<file path="config.mk">
export PLATFORM = sky130hd
export DESIGN_NAME = clk_fanout_cfg
export DESIGN_NICKNAME = d
export VERILOG_FILES = /design/src/rtl/cfo_pkg.sv /design/src/rtl/cfo_shift_reg.sv /design/src/rtl/cfo_sequencer.sv /design/src/rtl/cfo_ctrl_reg.sv /design/src/rtl/cfo_out_stage.sv /design/src/rtl/clk_fanout_cfg.sv
export SDC_FILE = /design/constraint.sdc
export NUM_CORES = 1
export LEC_CHECK = 0
export BUFFER_PORTS_ARGS = -buffer_cell sky130_fd_sc_hd__buf_2
export CAP_MARGIN = 20
export CORE_MARGIN = 1
export CORE_UTILIZATION = 55
export DETAILED_ROUTE_END_ITERATION = 6
export GPL_TIMING_DRIVEN = 0
export PLACE_DENSITY = 0.9
export SETUP_SLACK_MARGIN = 0.15
export SLEW_MARGIN = 30
export SYNTH_ARGS = -nofsm -noshare
export SYNTH_HDL_FRONTEND = slang
export SYNTH_HIERARCHICAL = 1
export SYNTH_SLANG_ARGS = --single-unit
export TNS_END_PERCENT = 10
</file>
<file path="constraint.sdc">
create_clock -name shift_clk_i -period 2.2 [get_ports shift_clk_i]
set_input_delay 0.22 -clock shift_clk_i [delete_from_list [all_inputs] [get_ports shift_clk_i]]
set_output_delay 0.22 -clock shift_clk_i [all_outputs]
set_load 0.005 [all_outputs]
</file>
<file path="src/rtl/cfo_pkg.sv">
`timescale 1ns/1ps
package cfo_pkg;
  localparam int unsigned N_OUT_DEF = 10;

  typedef enum logic [1:0] {
    ST_IDLE   = 2'd0,
    ST_SHIFT  = 2'd1,
    ST_LOAD   = 2'd2,
    ST_LOCKED = 2'd3
  } seq_state_e;
endpackage

</file>
<file path="src/rtl/cfo_shift_reg.sv">
`timescale 1ns/1ps
module cfo_shift_reg #(
  parameter int unsigned W = 11
) (
  input  logic         shift_clk_i,
  input  logic         rst_ni,
  input  logic         clr_i,
  input  logic         shift_i,
  input  logic         ser_i,
  output logic [W-1:0] q_o
);
  logic [W-1:0] stage_q;
  logic [W-1:0] stage_d;

  for (genvar i = 0; i < W; i++) begin : g_stage
    if (i == 0) begin : g_head
      assign stage_d[i] = ser_i;
    end else begin : g_body
      assign stage_d[i] = stage_q[i-1];
    end

    always_ff @(posedge shift_clk_i or negedge rst_ni) begin
      if (!rst_ni)      stage_q[i] <= 1'b0;
      else if (clr_i)   stage_q[i] <= 1'b0;
      else if (shift_i) stage_q[i] <= stage_d[i];
    end
  end

  assign q_o = stage_q;

  // serial bit enters stage 0, the rest move one place
  p_shift_order_r2: assert property (@(posedge shift_clk_i) disable iff (!rst_ni)
    (shift_i && !clr_i) |=> (stage_q[0] == $past(ser_i)) &&
                            (stage_q[W-1:1] == $past(stage_q[W-2:0])));
endmodule

</file>
<file path="src/rtl/cfo_sequencer.sv">
`timescale 1ns/1ps
module cfo_sequencer
  import cfo_pkg::*;
#(
  parameter int unsigned N_BITS = 11
) (
  input  logic shift_clk_i,
  input  logic rst_ni,
  input  logic prog_en_i,
  output logic shift_o,
  output logic load_o,
  output logic locked_o
);
  localparam int unsigned CNT_W = $clog2(N_BITS + 2);
  localparam logic [CNT_W-1:0] LOAD_CNT = CNT_W'(N_BITS);
  localparam logic [CNT_W-1:0] LOCK_CNT = CNT_W'(N_BITS + 1);
  localparam logic [CNT_W-1:0] CNT_ONE  = CNT_W'(1);

  logic [CNT_W-1:0] cnt_q;
  seq_state_e       state;

  always_ff @(posedge shift_clk_i or negedge rst_ni) begin
    if (!rst_ni)                cnt_q <= '0;
    else if (!prog_en_i)        cnt_q <= '0;
    else if (cnt_q != LOCK_CNT) cnt_q <= cnt_q + CNT_ONE;
  end

  always_comb begin
    if (cnt_q == '0)           state = ST_IDLE;
    else if (cnt_q < LOAD_CNT) state = ST_SHIFT;
    else if (cnt_q == LOAD_CNT) state = ST_LOAD;
    else                       state = ST_LOCKED;
  end

  assign shift_o  = prog_en_i && (state == ST_IDLE || state == ST_SHIFT);
  assign load_o   = prog_en_i && (state == ST_LOAD);
  assign locked_o = (state == ST_LOCKED);

  // an edge with the mode enable low returns to IDLE
  p_soft_reset_r8: assert property (@(posedge shift_clk_i) disable iff (!rst_ni)
    !prog_en_i |=> (state == ST_IDLE) && !locked_o);

  // LOCKED is held while programmable mode persists
  p_lock_sat_r7: assert property (@(posedge shift_clk_i) disable iff (!rst_ni)
    (prog_en_i && locked_o) |=> locked_o);

  // LOAD is followed by LOCKED
  p_load_next_r3: assert property (@(posedge shift_clk_i) disable iff (!rst_ni)
    load_o |=> locked_o);
endmodule

</file>
<file path="src/rtl/cfo_ctrl_reg.sv">
`timescale 1ns/1ps
module cfo_ctrl_reg #(
  parameter int unsigned W = 11
) (
  input  logic         shift_clk_i,
  input  logic         rst_ni,
  input  logic         clr_i,
  input  logic         load_i,
  input  logic [W-1:0] d_i,
  output logic [W-1:0] q_o
);
  always_ff @(posedge shift_clk_i or negedge rst_ni) begin
    if (!rst_ni)     q_o <= '0;
    else if (clr_i)  q_o <= '0;
    else if (load_i) q_o <= d_i;
  end

  // commit captures the shift register as it stood at the 12th edge
  p_commit_r3: assert property (@(posedge shift_clk_i) disable iff (!rst_ni)
    (load_i && !clr_i) |=> (q_o == $past(d_i)));
endmodule

</file>
<file path="src/rtl/cfo_out_stage.sv">
`timescale 1ns/1ps
module cfo_out_stage #(
  parameter int unsigned N_OUT = 10
) (
  input  logic             prog_en_i,
  input  logic             ser_data_i,
  input  logic             locked_i,
  input  logic [N_OUT:0]   ctrl_i,
  input  logic             ref_clk0_i,
  input  logic             ref_clk1_i,
  output logic [N_OUT-1:0] clk_o,
  output logic [N_OUT-1:0] oe_o
);
  logic use_ctrl;
  logic sel;
  logic sel_clk;

  assign use_ctrl = prog_en_i && locked_i;

  always_comb begin
    if (!prog_en_i)    sel = ser_data_i;
    else if (locked_i) sel = ctrl_i[0];
    else               sel = 1'b0;
  end

  assign sel_clk = sel ? ref_clk1_i : ref_clk0_i;

  // stage j+1 holds the enable of output j (first bit shifted drives the top output)
  for (genvar j = 0; j < N_OUT; j++) begin : g_out
    assign oe_o[j]  = use_ctrl ? ctrl_i[j+1] : 1'b1;
    assign clk_o[j] = sel_clk & oe_o[j];
  end

  // a disabled output never toggles
  always_comb begin
    for (int j = 0; j < N_OUT; j++) begin
      if (!oe_o[j]) p_disabled_low_r6: assert (!clk_o[j]);
    end
  end
endmodule

</file>
<file path="src/rtl/clk_fanout_cfg.sv">
`timescale 1ns/1ps
module clk_fanout_cfg
  import cfo_pkg::*;
#(
  parameter int unsigned N_OUT = N_OUT_DEF
) (
  input  logic             rst_ni,
  input  logic             shift_clk_i,
  input  logic             ser_data_i,
  input  logic             prog_en_i,
  input  logic             ref_clk0_i,
  input  logic             ref_clk1_i,
  output logic [N_OUT-1:0] clk_o,
  output logic [N_OUT-1:0] oe_o
);
  localparam int unsigned WORD_W = N_OUT + 1;

  logic              shift_en;
  logic              load_en;
  logic              locked;
  logic              soft_clr;
  logic [WORD_W-1:0] sr_q;
  logic [WORD_W-1:0] ctrl_q;

  assign soft_clr = !prog_en_i;

  cfo_sequencer #(.N_BITS(WORD_W)) i_seq (
    .shift_clk_i (shift_clk_i),
    .rst_ni      (rst_ni),
    .prog_en_i   (prog_en_i),
    .shift_o     (shift_en),
    .load_o      (load_en),
    .locked_o    (locked)
  );

  cfo_shift_reg #(.W(WORD_W)) i_sr (
    .shift_clk_i (shift_clk_i),
    .rst_ni      (rst_ni),
    .clr_i       (soft_clr),
    .shift_i     (shift_en),
    .ser_i       (ser_data_i),
    .q_o         (sr_q)
  );

  cfo_ctrl_reg #(.W(WORD_W)) i_ctrl (
    .shift_clk_i (shift_clk_i),
    .rst_ni      (rst_ni),
    .clr_i       (soft_clr),
    .load_i      (load_en),
    .d_i         (sr_q),
    .q_o         (ctrl_q)
  );

  cfo_out_stage #(.N_OUT(N_OUT)) i_out (
    .prog_en_i  (prog_en_i),
    .ser_data_i (ser_data_i),
    .locked_i   (locked),
    .ctrl_i     (ctrl_q),
    .ref_clk0_i (ref_clk0_i),
    .ref_clk1_i (ref_clk1_i),
    .clk_o      (clk_o),
    .oe_o       (oe_o)
  );

  // configuration frozen once committed
  p_lock_hold_r7: assert property (@(posedge shift_clk_i) disable iff (!rst_ni)
    (prog_en_i && locked) |=> $stable(ctrl_q));

  // soft reset empties both registers
  p_soft_clear_r8: assert property (@(posedge shift_clk_i) disable iff (!rst_ni)
    !prog_en_i |=> (sr_q == '0) && (ctrl_q == '0));
endmodule

</file>
# --- Word level (Yosys, flattened, before mapping) ---
# Cells that the tools add are included.
word_totals:
  ff_bits: 26
  inputBits: 6
  output_inout_bits: 20
op_classes:
  addsub: 1
  magnitude_cmp: 1
  n_eq_ne: 8
  muxes: 42
  bitwise: 10
  n_reduce_logical: 6
ops:
  columns: ["op", "count"]
  rows:
  - ["$mux 1", 36]
  - ["$mux 11", 2]
  - ["$and 1x1->1", 10]
  - ["$mux 4", 2]
  - ["$ne 2x1->1 const B", 3]
  - ["$add 4x1->4 const B", 1]
  - ["$eq 2x2->1 const B", 2]
  - ["$eq 4x4->1 const B", 1]
  - ["$logic_not 4->1", 1]
  - ["$lt 4x4->1 const B", 1]
  - ["$mux 2", 2]
  - ["$ne 4x4->1 const B", 1]
  - ["$logic_and 1x1->1", 3]
  - ["$eq 2x1->1 const B", 1]
  - ["$logic_not 2->1", 1]
  - ["$logic_or 1x1->1", 1]

# --- Longest topological paths before layout ---
# Gate-level depths: netlist (run 1).
depth:
  word_depth: 9
  mapped_depth: 6
  depth_no_buf: 5

# --- Hierarchy ---
# Netlist (run 1), hierarchy kept.
by_module_without_submodules:
  columns: ["mod", "instances", "cells_each", "area_each_um2", "seq_area_each_um2"]
  rows:
  - ["cfo_ctrl_reg", 1, 35, 441.7, 275.3]
  - ["cfo_shift_reg", 1, 35, 441.7, 275.3]
  - ["cfo_sequencer", 1, 26, 249.0, 100.1]
  - ["cfo_out_stage", 1, 26, 178.9, 0.0]
  - ["clk_fanout_cfg", 1, 1, 3.8, 0.0]

# --- Worst setup path before layout (run 1) ---
# No wires, ideal clock.
synth_path:
  path_kind: "reg2out"
  from: "reg i_seq.cnt_q[3]"
  to: "out clk_o[0]"
  arrival_time_ns: 1.398
  setup_slack_ns: 0.582
  stages_incl_launch_ff: 6
  cell_sequence: "dfrtp_1 > and2_2 > and3_1 > or3b_1 > buf_6 > a21boi_1"
synth_between:
  elab_chain_cells: 9
  elab_cells_between_ends: 13
synth_rtl:
  columns: ["element", "line", "rtl"]
  rows:
  - ["start: declaration", "cfo_sequencer.sv:19", "logic [CNT_W-1:0] cnt_q;"]
  - ["start signal: assignment", "cfo_sequencer.sv:25", "else if (cnt_q != LOCK_CNT) cnt_q <= cnt_q + CNT_ONE;"]
  - ["branches (longest 3 deep; another with $lt 4x4->1)", null, null]
  - ["$mux 2 (*)", "cfo_sequencer.sv:29", "if (cnt_q == '0) state = ST_IDLE;"]
  - ["$eq 2x2->1 (*)", "cfo_sequencer.sv:37", "assign locked_o = (state == ST_LOCKED);"]
  - ["named net locked", "clk_fanout_cfg.sv:20", "logic locked;"]
  - ["$mux 1", "cfo_out_stage.sv:22", "else if (locked_i) sel = ctrl_i[0];"]
  - ["$mux 1", "cfo_out_stage.sv:21", "if (!prog_en_i) sel = ser_data_i;"]
  - ["$mux 1", "cfo_out_stage.sv:26", "assign sel_clk = sel ? ref_clk1_i : ref_clk0_i;"]
  - ["$and 1x1->1 (*)", "cfo_out_stage.sv:31", "assign clk_o[j] = sel_clk & oe_o[j];"]
  - ["end: declaration", "clk_fanout_cfg.sv:13", "output logic [N_OUT-1:0] clk_o,"]
# Mark *: on every way through the listed nets, which the timed path passes.

# --- Worst setup path in the final report (run 1) ---
layout_path:
  from: "reg i_seq.cnt_q[3]"
  to: "out clk_o[6]"
# Same word-level chain as after synthesis.

==> results.md, run 1 <==
- Ys flop type: dfrtp_1
- CP Capture Type: output port
- Num CTS Buffers: 3
- DRT Pass-1 Iters: 4
- Total number of vias: around 990
- Required @ worst endpoint: a little under 2 ns
- Clk_skew: 0.00847 ns
- Cell Area, Synth: between 0.001 and 0.0015 mm2
- Final std cells w/o fill: roughly 180
- Max cap viols: 0
- Share of layout cells above drive strength 1: a little over a third
- Most frequent cells in the layout: 25 x dfrtp_1, 25 x buf_2, 24 x mux2i_1
- Seq/Total Area, Yosys: roughly 49%
- CP startpoint kind: flop
- Initial Util: roughly three fifths
- Core outline area: approximately 0.0022 mm2
- Fin. max-slew vios: 0
- Period minus WS final: about 2.1 ns
- CP max stage cell: dfrtp_1
- Clock Pin Slew Worst Setup and Hold Paths: approximately 0.14 ns
- Starting DRT DRC Count: 9
- Vias per inst: ~5.4
- Syn Inst Count: about 120
- First-pass GRT wire length: 4030 um
- Clk buf depth: 2
- Tot Pwr: 0.000911 W
- Critical path launch point: i_seq/cnt_q[3]
- Number of flops mapped to enable cells by yosys: 0
- Final ANT Viol Nets: 0
- Crit-path cells: and2_4, and3_4, or3b_4, buf_6, a21boi_2, buf_2
- GP Congestion: around 0.76
- Max Fclk: between 400 and 500 MHz
- Worst r2r src: i_seq/cnt_q[0]
- WP data arrival: about 1.9 ns
- FFs w/ async S/R, synth: 100%
- Worst-Margin Slew: 0.568 ns
- Port Buffers: 25
- Setup CP Type: flop to output port
- Synthesized area per cell: about 11 um2
- Sequential group share of total power: between 50% and 60%
- Chip Height: ~51 um
- Vias in the first global route: just under 900
- Max VDD drop: between 0.3 and 0.4 mV
- Initial antenna violation count: 0
- Top area cells in the synthesized netlist: dfrtp_1 49%, mux2i_1 18%, nor2_1 6.3%
- CP peak stage delay: roughly 0.4 ns
- Final setup violation count: 0
- Sw power: 0.000198 W
- CP max FO: 5
- Combinational group share of total power: 10.7%
- Wire per inst: ~14 um
- DRC errors left: 0
- # rows: 17
- Status: complete, no violations
- Die area: 0.00259 mm2
- Pwr dens: roughly 570 mW/mm2
- Layout Area Growth over Synthesis: 20.8%
- Hold_sp: ser_data_i
- Unrepaired setup endpoints after global routing: true
- Syn. warnings: 6
- Clock power frac: 35.2%
- Static Leakage: 0.768 nW
- Yosys top cell area share: around half
- Net count, final: 165
- Die width: between 50 and 60 um
- Period utilisation layout: between 90% and 100%
- Sw Share: 21.7%
- Flip-flop and latch count after synthesis: 26
- # H-tree levels: 1
- Io pins: 26
- Skew-Pair Late Insertion Delay: approximately 0.32 ns
- Post-DP HPWL: 1700 um
- Largest net degree at the start of global routing: 27
- Clk root buf: clkbuf_4
- GR Overflow Total: 0
- Total negative slack: 0 ns
- Fin. Hold Viols: 0
- Normalized max-slew margin: between 60 and 70%
- Yosys cell types: 23
- Largest area contributor in the netlist: dfrtp_1
- Pint: roughly 0.00071 W
- Overall Global Routing Usage: between 20% and 30%
- Placed insts: approximately 180
- DRT Wirelength: between 2000 and 3000 um
- TritonCTS clock tree: done
- CTS Sinks: 26
- Hold WC Path Type: primary input to flop
- Synthesized Nets: between 100 and 150
- Diode count: 0
## through the flow
stage          cell area, um2  hold slack (ns)  setup slack (ns)  util (%)
2_1_floorplan            1320          -0.0756             0.582         -
3_3_place_gp             1480            0.231             0.466      66.1
3_5_place_dp             1480            0.237             0.424      66.1
4_1_cts                  1570            0.174             0.146      70.5
5_1_grt                  1590            0.184            0.0628      71.1
6_report                 1590            0.183             0.127      71.1
## flip-flops by register name, summed over array words and instances, names as in the netlist
| signal | cells |
|---|---|
| i_ctrl/q_o | 11 |
| i_seq/cnt_q | 4 |
| i_sr/q_o | 11 |
## kinds of logic after synthesis
kind of cell               share of synthesized area [%]
muxes                                               18.3
and+or+nand+nor                                     17.6
AOI/OAI and AO/OA                                   8.75
DFF                                                 49.5
adders and majority gates                           1.90
buffers and inverters                               4.00
## worst max-delay path, delay by kind of cell, from the launching register on
kind	cells	cell delay, ns
AND/OR/NAND/NOR	3	0.70
flip-flops	1	0.41
buffers and inverters	2	0.27
AO/OA/AOI/OAI	1	0.14
## power groups by stage
| stage | Clock (W) | Combinational, W | Sequential (W) |
|---|---|---|---|
| 2_1_floorplan | 0 | 0.0000497 | 0.000499 |
| 3_3_place_gp | 0 | 0.0000818 | 0.000500 |
| 3_5_place_dp | 0 | 0.0000838 | 0.000502 |
| 4_1_cts | 0.000329 | 0.0000932 | 0.000492 |
| 5_1_grt | 0.000350 | 0.000109 | 0.000493 |
| 6_report | 0.000321 | 0.0000978 | 0.000492 |
## path summary, 6_finish.rpt
kind	cells after the start	slack, ns	to
min in group asynchronous	2	0.42	i_ctrl/q_o[1]
worst max-delay path	6	0.13	clk_o[6]
worst max register to register	6	0.46	i_sr/q_o[5]
worst min-delay path	3	0.18	i_sr/q_o[0]
max in group asynchronous	2	1.38	i_seq/cnt_q[2]
worst min register to register	2	0.54	i_ctrl/q_o[3]
## final cells by class
type                    instances  area [um2]
plain buffers                   5        41.3
well taps                      28        35.0
fillers                       142         644
repair buffers                 29         161
clock buffers                   3        22.5
multi-input cells              89         636
inverters                       3        11.3
clock inverters                 1        30.0
flip-flops and latches         26         652
## cell usage after synthesis (all sizes together), types with 2 or more instances
library cell / count
a21boi: 10
and2: 2
buf: 3
clkbuf: 2
dfrtp: 26
ha: 2
inv: 3
mux2i: 24
nand2: 6
nand2b: 2
nor2: 22
o21ai: 3
or2: 10
## per-layer routing
layer	part of all wire, %	global-route usage [%]	vias up	wire length (um)
li1	-	-	486	-
met1	46	27.7	464	1180
met2	48	36.4	29	1230
met3	3.3	3.27	7	83
met4	2.4	13.0	0	61
met5	0	0	-	0
## timing repair
item / CTS / global route
cloned: 1 / 0
hold buffers: 1 / 0
endpoints found under the setup margin: 10 / 10
resized for setup: 6 / 4
buffers inserted: 2 / 0
pin swaps: 4 / 6
hold endpoints to repair: 26 / 0
Power figures use the tool's default switching activity.
==> run 2: changes to the inputs <==
ABC_AREA = 1   (was unset)
==> run 2 against run 1 <==
Sequential share of layout area up 1.5 points. Clock power down 29%. Sequential cell count unchanged. Core utilization down 2.6 points. Die area up 0.65%. Hold slack worse by 0.018 ns. Sequential power about the same. Global-route usage up 1.4 points. Maximum frequency up 18%. Via count up 16%. Synthesized area up 0.67%.
==> results.md, run 2 <==
- DRT Wirelength: 2590 um (+1.4%)
- Fin. max-slew vios: 0 (unchanged)
- DRT Pass-1 Iters: 4 (unchanged)
- Most frequent cells in the layout: 59 x nand2_1, 27 x nand3_1, 26 x dfrtp_1
- Sequential group share of total power: 60.6% (+6.6 points)
- Fin. Hold Viols: 0 (unchanged)
- GR Overflow Total: 0 (unchanged)
- Worst-Margin Slew: 0.548 ns (-0.0198 ns)
- Layout Area Growth over Synthesis: 15.6%
- Num CTS Buffers: 3 (unchanged)
- Hold WC Path Type: primary input to flop
- Port Buffers: 25 (unchanged)
- Period utilisation layout: 79.7% (-14 points)
- Post-DP HPWL: 2010 um (+18%)
- Starting DRT DRC Count: 30 (+21)
- Flip-flop and latch count after synthesis: 26 (unchanged)
- Normalized max-slew margin: 63.5% (+1.3 points)
- WP data arrival: 1.53 ns (-0.32 ns)
- Pint: 0.000622 W (-13%)
- Initial antenna violation count: 0 (unchanged)
- Sw power: 0.000192 W (-3.2%)
- Final setup violation count: 0 (unchanged)
- Post_cts resized: 0 (-6)
- Chip Height: 51.1 um (+0.32%)
- Net count, final: 213 (+29%)
- Max cap viols: 0 (unchanged)
- Clock Pin Slew Worst Setup and Hold Paths: 0.13 ns (about the same)
- Final std cells w/o fill: 232 (+26%)
- Yosys top cell area share: 49.1% (-0.33 points)
- Vias in the first global route: 1,082 (+21%)
- Static Leakage: 0.889 nW (+16%)
- CTS Sinks: 26 (unchanged)
- CP startpoint kind: flop
- Io pins: 26 (unchanged)
- Multi-input gate area: 538 um2 (-15%)
- Worst r2r src: i_seq/cnt_q[0]
- Top area cells in the synthesized netlist: dfrtp_1 49%, nand2_1 17%, nand3_1 10%
- Period minus WS final: 1.75 ns (-0.319 ns)
- Overall Global Routing Usage: 23.5% (+1.4 points)
- Clk_skew: 0.00207 ns (-0.00641 ns)
- Register area: 651 um2 (-0.19%)
- First-pass GRT wire length: 4520 um (+12%)
- R2R depth: 6 (unchanged)
- Worst slack at placement: 0.616 ns (+0.192 ns)
- Most common cell after layout, fill and taps aside: nand2_1
- Ys flop type: dfrtp_1
- Clk buf depth: 2 (unchanged)
- Syn Inst Count: 174 (+41%)
- Pwr dens: 531 mW/mm2 (-7.3%)
- Seq/Total Area, Yosys: 49.1% (-0.33 points)
- Reg-to-reg setup timing slack: 0.58 ns (+0.12 ns)
- Status: complete, no violations
- Unrepaired setup endpoints after global routing: false
- Fill cell count: 176 (+24%)
- Cell Area, Synth: 0.00132 mm2 (+0.67%)
- Tot Pwr: 0.000813 W (-11%)
- GP Congestion: 0.824 (+8.6%)
- TritonCTS clock tree: done
- Total number of vias: 1,148 (+16%)
- Hold_sp: ser_data_i
- Final hold slack: 0.165 ns (-0.0185 ns)
- Core outline area: 0.00223 mm2 (unchanged)
- Skew-Pair Late Insertion Delay: 0.30 ns (-0.02 ns)
- Synthesized area per cell: 7.61 um2 (-29%)
- Post-synth top cells: 59 x nand2_1, 27 x nand3_1, 26 x dfrtp_1
- Initial Util: 59.3% (+0.39 points)
- Die width: 51.1 um (+0.32%)
- RR Endpoint: i_ctrl/q_o[5]
- Number of flops mapped to enable cells by yosys: 0 (unchanged)
- # H-tree levels: 1 (unchanged)
- CP max FO: 10 (+5)
- Diode count: 0 (unchanged)
- Max VDD drop: 0.349 mV (+4.0%)
- Cell with the most instances after synthesis: nand2_1
- Vias per inst: 4.95 (-7.7%)
- DRC errors left: 0 (unchanged)
- Yosys cell types: 17 (-26%)
- Total negative slack: 0 ns (unchanged)
- Final ANT Viol Nets: 0 (unchanged)
- Top flop regs: i_ctrl/q_o (11), i_sr/q_o (11), i_seq/cnt_q (4)
- Post-CTS setup buffer count: 0 (-2)
- Placed insts: 227 (+29%)
- FFs w/ async S/R, synth: 100% (unchanged)
- Clock power frac: 28.2% (-7.0 points)
- Worst setup margin: 0.446 ns (+0.319 ns)
- CP Capture Type: output port
- Hold Path End: i_sr/q_o[0]
- Sw Share: 23.6% (+1.8 points)
- Syn. warnings: 6 (unchanged)
- Synthesized Nets: 182 (+39%)
- Largest area contributor in the netlist: dfrtp_1
- # rows: 17 (unchanged)
- Combinational group share of total power: 11.2% (+0.5 points)
- Setup CP Type: flop to output port
- Clk root buf: clkbuf_4
- Die area: 0.00261 mm2 (+0.65%)
- Required @ worst endpoint: 1.98 ns (about the same)
- Hold path depth: 3 (unchanged)
- Share of layout cells above drive strength 1: 21.6% (-14 points)
- Wire per inst: 11.1 um (-20%)
- Cts hold-fix bufs: 1 (unchanged)
- Max Fclk: 570 MHz (+18%)
- Largest net degree at the start of global routing: 27 (unchanged)
==> run 2: cell types whose count changed in the layout (fill, tap and decap cells not counted), sizes merged, moves of 9 or more <==
| cell | previous run | this run |
|---|---|---|
| nand3 | 1 | 27 |
| nand2 | 6 | 63 |
| a21boi | 10 | 0 |
| or2 | 10 | 1 |
| inv | 3 | 22 |
| mux2i | 24 | 0 |
==> run 2: cells by family after synthesis <==
family / Yosys count / synth area share, %
AOI/OAI and AO/OA: 2 / 0.756
adders and majority gates: 2 / 1.89
buffers and inverters: 28 / 10.2
DFF: 26 / 49.1
and+or+nand+nor: 116 / 38.0
==> run 2: per-layer routing <==
layer | GRT usage, % | up-vias | part of all wire [%]
met3 | 3.87 | 6 | 4.0
met5 | 0 | - | 0
met2 | 40.8 | 38 | 50
li1 | - | 590 | -
met4 | 12.0 | 0 | 1.5
met1 | 27.9 | 514 | 45
==> run 2: how the worst max path moves through the flow <==
| stage | start | to | slack (ns) | cells after the start |
|---|---|---|---|---|
| 3_3_place_gp | i_seq/cnt_q[0] | i_ctrl/q_o[1] | 0.72 | 6 |
| 4_1_cts | i_seq/cnt_q[2] | clk_o[8] | 0.44 | 6 |
| 6_report | i_seq/cnt_q[2] | clk_o[2] | 0.45 | 6 |
| 5_1_grt | i_seq/cnt_q[2] | clk_o[2] | 0.23 | 6 |
| 2_1_floorplan | i_seq/cnt_q[0] | i_ctrl/q_o[0] | 0.84 | 6 |
| 3_5_place_dp | i_seq/cnt_q[0] | i_ctrl/q_o[1] | 0.62 | 7 |
==> run 2: power groups by stage <==
stage / Clock (W) / Combinational, W / Sequential (W)
floorplan: 0 / 0.0000536 / 0.000499
global placement: 0 / 0.0000874 / 0.000500
detailed placement: 0 / 0.0000909 / 0.000501
CTS: 0.000236 / 0.0000925 / 0.000492
global route: 0.000260 / 0.000105 / 0.000494
finish: 0.000229 / 0.0000914 / 0.000493
==> run 2: final cells by class <==
cell class / count / area share, %
multi-input combinational: 120 / 35.2
inverter: 22 / 5.40
buffer: 6 / 3.43
tap: 28 / 2.29
sequential: 26 / 42.5
clock buffer: 4 / 2.37
timing repair buffer: 26 / 8.83
==> run 2: critical path, stage by stage, from the launching register on <==
cell,delay [ns]
dfrtp_1,0.44
nand2_2,0.11
inv_2,0.09
nand2_1,0.19
nor2_1,0.21
nor2_1,0.06
buf_2,0.13
==> run 2: per-stage QoR <==
| stage | util (%) | instance area (um2) |
|---|---|---|
| global route | 68.5 | 1530 |
| finish | 68.5 | 1530 |
| global placement | 66.4 | 1480 |
| detailed placement | 66.4 | 1480 |
| floorplan | - | 1320 |
| CTS | 68.5 | 1530 |
